**config.mk**
```make
export PLATFORM = sky130hd
export DESIGN_NAME = sync_word_correlator
export DESIGN_NICKNAME = d
export VERILOG_FILES = /design/src/rtl/sync_corr_pkg.sv /design/src/rtl/sync_corr_dp.sv /design/src/rtl/sync_corr_ctrl.sv /design/src/rtl/sync_word_correlator.sv
export SDC_FILE = /design/constraint.sdc
export NUM_CORES = 1
export LEC_CHECK = 0
export ABC_AREA = 1
export BUFFER_PORTS_ARGS = -buffer_cell sky130_fd_sc_hd__buf_2
export CAP_MARGIN = 10
export CORE_AREA = 3 3 91 93
export CTS_BUF_LIST = sky130_fd_sc_hd__clkbuf_8
export DETAILED_ROUTE_END_ITERATION = 6
export DIE_AREA = 0 0 94 96
export PLACE_DENSITY = 0.78
export SLEW_MARGIN = 10
export SYNTH_ARGS = -nofsm -noshare
export SYNTH_HDL_FRONTEND = slang
export SYNTH_SLANG_ARGS = --single-unit
```
**constraint.sdc**
```tcl
create_clock -name clk -period 6.2 [get_ports clk]
set_input_delay 0.62 -clock clk [delete_from_list [all_inputs] [get_ports clk]]
set_output_delay 0.62 -clock clk [all_outputs]
set_load 0.05 [all_outputs]
```
**src/rtl/sync_corr_pkg.sv**
```systemverilog
package sync_corr_pkg;
  typedef enum logic {ST_SEARCH, ST_LOCK} corrState_t;

  typedef struct packed {
    logic shiftEn;
    logic capture;
  } corrStrobe_t;
endpackage

```
**src/rtl/sync_corr_dp.sv**
```systemverilog
module sync_corr_dp
  import sync_corr_pkg::*;
#(
  parameter int WIN = 42,
  parameter logic [WIN-1:0] SYNC_PAT = '0,
  parameter logic [WIN-1:0] SYNC_MASK = '1,
  parameter logic [WIN-1:0] WHITEN = '0
) (
  input  logic clk,
  input  logic rstN,
  input  logic bitIn,
  input  logic [2:0] errLimit,
  input  corrStrobe_t strobe,
  output logic hit,
  output logic [WIN-1:0] blockData
);
  localparam int CNT_W = $clog2(WIN + 1);

  logic [WIN-1:0] window;
  logic [WIN-1:0] nextWin;
  logic [CNT_W-1:0] mismatchCnt;

  assign nextWin = {window[WIN-2:0], bitIn};

  always_comb begin
    mismatchCnt = CNT_W'($countones((nextWin ^ SYNC_PAT) & SYNC_MASK));
    hit = mismatchCnt <= CNT_W'(errLimit);
  end

  always_ff @(posedge clk or negedge rstN) begin
    if (!rstN) begin
      window <= '0;
      blockData <= '0;
    end else begin
      if (strobe.shiftEn) window <= nextWin;
      if (strobe.capture) blockData <= (nextWin ^ WHITEN) & ~SYNC_MASK;
    end
  end

  // capture only follows a correlation hit
  a_r9_capture_needs_hit: assert property (@(posedge clk) disable iff (!rstN)
    strobe.capture |-> hit);
  // captured data holds between declarations
  a_r9_data_hold: assert property (@(posedge clk) disable iff (!rstN)
    !strobe.capture |=> $stable(blockData));
  // window frozen without an accepted bit
  a_r5_window_hold: assert property (@(posedge clk) disable iff (!rstN)
    !strobe.shiftEn |=> $stable(window));
endmodule

```
**src/rtl/sync_corr_ctrl.sv**
```systemverilog
module sync_corr_ctrl
  import sync_corr_pkg::*;
#(
  parameter int BLOCK_LEN = 96
) (
  input  logic clk,
  input  logic rstN,
  input  logic bitValid,
  input  logic rxEnable,
  input  logic acqPulse,
  input  logic irqRead,
  input  logic hit,
  output corrStrobe_t strobe,
  output logic syncFlag,
  output logic syncStatus
);
  localparam int CNT_W = $clog2(BLOCK_LEN + 1);

  corrState_t state;
  logic [CNT_W-1:0] bitCnt;
  logic atBoundary;
  logic declare;

  always_comb begin
    atBoundary = (state == ST_LOCK) && (bitCnt == CNT_W'(BLOCK_LEN));
    strobe.shiftEn = bitValid & rxEnable;
    declare = strobe.shiftEn & ~acqPulse & hit & ((state == ST_SEARCH) | atBoundary);
    strobe.capture = declare;
  end

  always_ff @(posedge clk or negedge rstN) begin
    if (!rstN) begin
      state <= ST_SEARCH;
      bitCnt <= '0;
      syncStatus <= 1'b0;
      syncFlag <= 1'b0;
    end else begin
      if (!rxEnable || acqPulse) begin
        state <= ST_SEARCH;
        bitCnt <= '0;
        syncStatus <= 1'b0;
      end else if (strobe.shiftEn) begin
        if (declare) begin
          state <= ST_LOCK;
          bitCnt <= CNT_W'(1);
          syncStatus <= 1'b1;
        end else if (atBoundary) begin
          state <= ST_SEARCH;
          bitCnt <= '0;
          syncStatus <= 1'b0;
        end else if (state == ST_LOCK) begin
          bitCnt <= bitCnt + CNT_W'(1);
        end
      end
      if (acqPulse) syncFlag <= 1'b0;
      else if (declare) syncFlag <= 1'b1;
      else if (irqRead) syncFlag <= 1'b0;
    end
  end

  a_r5_disable_clears: assert property (@(posedge clk) disable iff (!rstN)
    !rxEnable |=> !syncStatus);
  a_r8_acq_clears: assert property (@(posedge clk) disable iff (!rstN)
    acqPulse |=> (!syncFlag && !syncStatus));
  a_r3_flag_with_status: assert property (@(posedge clk) disable iff (!rstN)
    $rose(syncFlag) |-> syncStatus);
  a_r4_read_clears: assert property (@(posedge clk) disable iff (!rstN)
    (irqRead && !bitValid) |=> !syncFlag);
  a_r6_no_early_redeclare: assert property (@(posedge clk) disable iff (!rstN)
    (state == ST_LOCK && !atBoundary) |=> !$rose(syncFlag));
  a_r7_boundary_miss: assert property (@(posedge clk) disable iff (!rstN)
    (strobe.shiftEn && atBoundary && !hit && !acqPulse) |=> !syncStatus);
endmodule

```
**src/rtl/sync_word_correlator.sv**
```systemverilog
module sync_word_correlator
  import sync_corr_pkg::*;
#(
  parameter int WIN = 42,
  parameter int BLOCK_LEN = 96,
  parameter logic [WIN-1:0] SYNC_PAT = 42'h1A5C3F09E6B,
  parameter logic [WIN-1:0] SYNC_MASK = 42'b011111_011111_011111_011111_011111_011111_011111,
  parameter logic [WIN-1:0] WHITEN = 42'h0F0F3C3CA5A
) (
  input  logic clk,
  input  logic rstN,
  input  logic bitIn,
  input  logic bitValid,
  input  logic [7:0] ctrlReg,
  input  logic irqRead,
  output logic [7:0] irqFlags,
  output logic [7:0] statusReg,
  output logic irqOut,
  output logic [WIN-1:0] blockData
);
  corrStrobe_t strobe;
  logic hit;
  logic syncFlag;
  logic syncStatus;
  logic ctrlUnused;

  assign ctrlUnused = ^{ctrlReg[6], ctrlReg[4:3]};

  sync_corr_ctrl #(.BLOCK_LEN(BLOCK_LEN)) ctrl_i (
    .clk(clk), .rstN(rstN), .bitValid(bitValid), .rxEnable(ctrlReg[5]),
    .acqPulse(ctrlReg[7]), .irqRead(irqRead), .hit(hit), .strobe(strobe),
    .syncFlag(syncFlag), .syncStatus(syncStatus)
  );

  sync_corr_dp #(.WIN(WIN), .SYNC_PAT(SYNC_PAT), .SYNC_MASK(SYNC_MASK), .WHITEN(WHITEN)) dp_i (
    .clk(clk), .rstN(rstN), .bitIn(bitIn), .errLimit(ctrlReg[2:0]), .strobe(strobe),
    .hit(hit), .blockData(blockData)
  );

  assign irqFlags = {syncFlag, 7'b0};
  assign statusReg = {syncStatus, 7'b0};
  assign irqOut = syncFlag;
endmodule

```
==> results.toml <==
[critical_path]
path_cells = "fa_1 > inv_1 > fa_1 > inv_1 > fa_1 > fa_1 > inv_1 > fa_1 > fa_1 > inv_1 > ha_1 > fa_2 > xor2_1 > ha_1 > or2_1 > nand3_1 > nand2_1 > nor2_4 > nand2_4 > buf_6 > nand3_1 > nand2_1 > nand2_1 > nand2_1"
worstPathBufferInverterCount = 5
path_delay_family = "adder cells"
worstSetupEndpointType = "register"
critPathSlowestCell = "sky130_fd_sc_hd__fa_1"
worst_r2r_startpoint = "dp_i.window[27]$_DFFE_PN0P_"
delay_of_the_slowest_cell_on_the_worst_path_ps = 560
crit_required_ps = 6420
worst-setup-path-type = "reg2reg"
cp_max_fo = 18
critPathMostFrequentCell = "sky130_fd_sc_hd__fa_1"
worstSetupStartpointType = "register"
number_of_cells_on_the_critical_path = 24
timing.critical_path.to = "ctrl_i.syncStatus$_DFFE_PN0P_"
critical_path_data_arrival_time_ps = 6150
ff2ff_path_depth = 24
worst-r2r-setup-slack_ps = 270
r2r_endpoint = "ctrl_i.syncStatus$_DFFE_PN0P_"
critical_path.startpoint = "dp_i.window[27]$_DFFE_PN0P_"

[floorplan]
starting_utilization_of_the_core_area = 0.511
ioPinCount = 72
core_um2 = 7610
num_rows = 32
die_area_um2 = 9020
fp.dieW_um = 94
vert_die_dim_um = 96

[clocking]
max-clock-path-buffers = 2
clkSlewWorstSetupHoldPaths_ps = 70
post-cts-setup-buffers = 0
post_cts_hold_buffer_count = 0
worst_skew_pair.late_latency_ps = 340
tritoncts_num_sinks = 57
cts_tree = "yes"
cts_buffer_count = 9
cts_root_buf = "sky130_fd_sc_hd__clkbuf_8"
htreeDepth = 3

[global_route]
grt_pass1_wl_mm = 10.4
largest_net_degree_at_the_start_of_global_routing = 75
grt_usage = 0.150
grt.overflow.total = 0
antenna_found_initial = 0
grt_pass1_vias = 2410

[synthesis]
post_synth_main_area_contributors = "sky130_fd_sc_hd__dfrtp_1 (37%), sky130_fd_sc_hd__fa_1 (14%), sky130_fd_sc_hd__buf_4 (9.8%)"
post_synth_num_cell_types = 27
synth_flop_cell = "sky130_fd_sc_hd__dfrtp_1"
netlist.area_leader.share = 0.367
syn_inst = 419
synth.avg_cell_area_um2 = 9.28
ys_seq_area_frac = 0.367
yosys_warnings = 0
synth-edff-count = 0
postSynth.asyncResetShare = 1.00
synthDominantAreaCellType = "sky130_fd_sc_hd__dfrtp_1"
synth.cell_area_um2 = 3890
postSynthRegisterBits = 57

[finish]
final_core_util = 0.538
seq_area_um2 = 1430
nNetsFinal = 503
n_antenna_cell = 0
post_route_cells_drive_above_1_share = 0.138
multi_input_area_um2 = 1910
instances_no_fill = 544
layout.filler_cells = 707
area_growth_syn_to_layout_pct = 5.31

[route]
num_vias = 2433
drt_pass1_iterations = 5
drc = 0
postRouteWirelength_mm = 6.21
drt.antenna.violating_nets = 0
vias_per_cell = 4.47
dr.first_iter.drc_count = 130
routedWlPerCell_um = 11.4

[timing]
highest_clock_frequency_the_design_can_meet_ghz = 0.169
post-route-period-util = 0.956
report.final.slew_viol_count = 0
worst-slew-pin-transition_ps = 725
period_minus_slack_ps = 5930
report.final.hold_viol_count = 0
maxSlewHeadroom = 0.517
final-setup-viol-count = 0
fin_worst_skew_ps = 9.86

[place]
dpl.hpwl_mm = 4.76
dpl.cell_count = 529
finalWeightedCongestion = 0.837
port_buffers = 19

[flow_run]
max-cap-violations = 0

[min_path]
hp-class = "in2async"

[outcome]
status = "finished, final reports clean"
-- flip-flops by register name, summed over array words and instances (netlist names) --
| name | flops |
|---|---|
| dp_i.window | 41 |
| ctrl_i.syncFlag | 1 |
| ctrl_i.bitCnt | 7 |
| dp_i.blockData | 7 |
| ctrl_i.syncStatus | 1 |
-- layout by cell type, fill, tap and decap left out, drive strengths merged --
master   n
dfrtp   57
nor2    19
conb    49
mux2     9
bufinv   1
nand4    7
fa      28
nand3   11
clkbuf  11
nor3     1
buf     22
clkinv   2
or2      1
nand2   61
a21oi   11
o21ai   35
xor2     6
nand3b   1
inv     86
ha      24
-- Yosys cell counts (3+ instances only) --
library cell                n
sky130_fd_sc_hd__mux2_2     9
sky130_fd_sc_hd__nand4_1    7
sky130_fd_sc_hd__o21ai_1    7
sky130_fd_sc_hd__buf_2      5
sky130_fd_sc_hd__a21oi_1   11
sky130_fd_sc_hd__inv_1     82
sky130_fd_sc_hd__inv_2      3
sky130_fd_sc_hd__o21ai_2    7
sky130_fd_sc_hd__nor2_1    18
sky130_fd_sc_hd__clkbuf_1   3
sky130_fd_sc_hd__buf_4     51
sky130_fd_sc_hd__nand3_1   10
sky130_fd_sc_hd__o21ai_0   21
sky130_fd_sc_hd__xor2_1     6
sky130_fd_sc_hd__nand2_1   59
sky130_fd_sc_hd__fa_1      28
sky130_fd_sc_hd__ha_1      24
sky130_fd_sc_hd__dfrtp_1   57
-- how the worst min path moves through the flow --
stage          cells past startpoint                             end                            from
5_1_grt                            2     ctrl_i.syncFlag$_DFFE_PN0P_                         irqRead
2_1_floorplan                      0    ctrl_i.bitCnt[0]$_DFFE_PN0P_                            rstN
3_3_place_gp                       2  dp_i.blockData[41]$_DFFE_PN0P_  dp_i.blockData[41]$_DFFE_PN0P_
3_5_place_dp                       2  dp_i.blockData[41]$_DFFE_PN0P_  dp_i.blockData[41]$_DFFE_PN0P_
4_1_cts                            2    ctrl_i.bitCnt[4]$_DFFE_PN0P_                            rstN
6_report                           2    ctrl_i.bitCnt[4]$_DFFE_PN0P_                            rstN
-- what timing repair did --
item,in CTS,in global routing
endpoints found under the hold margin,0,0
resized for setup,0,5
setup endpoints to repair,0,13
-- metrics by stage --
| stage | setup slack [ps] | hold WS, ps | cell area [um2] | setup TNS, ps |
|---|---|---|---|---|
| 3_3_place_gp | 206 | 449 | 3880 | 0 |
| 4_1_cts | 87.0 | 441 | 4070 | 0 |
| 2_1_floorplan | 446 | 324 | 4070 | 0 |
| 5_1_grt | -25.9 | 456 | 4100 | -25.9 |
| 6_report | 272 | 420 | 4100 | 0 |
| 3_5_place_dp | 99.9 | 456 | 3880 | 0 |
-- cell type report --
cell class,count,area share
multi-input combinational,263,0.465
sequential,57,0.348
inverter,85,0.0779
clock buffer,11,0.0370
tap,102,0.0312
timing repair buffer,22,0.0296
clock inverter,4,0.0107
-- cell families (layout without fill, tap and decap cells) --
kind of cell	Yosys count	after routing	synth area share
buffers and inverters	147	122	0.195
and+or+nand+nor	101	101	0.111
DFF	57	57	0.367
adders and majority gates	52	52	0.221
other	1	49	0.000964
AOI/OAI and AO/OA	46	46	0.0660
xor gates and xnor gates	6	6	0.0135
muxes	9	9	0.0261
-- metal layers --
metal,GRT usage,part of all wire
met5,0,0
met4,0.0397,0.0077
met3,0.0516,0.049
met2,0.253,0.50
met1,0.184,0.44
Power is not shown: default switching activity piles up to over one toggle a cycle in this logic, so the estimate is an artifact.
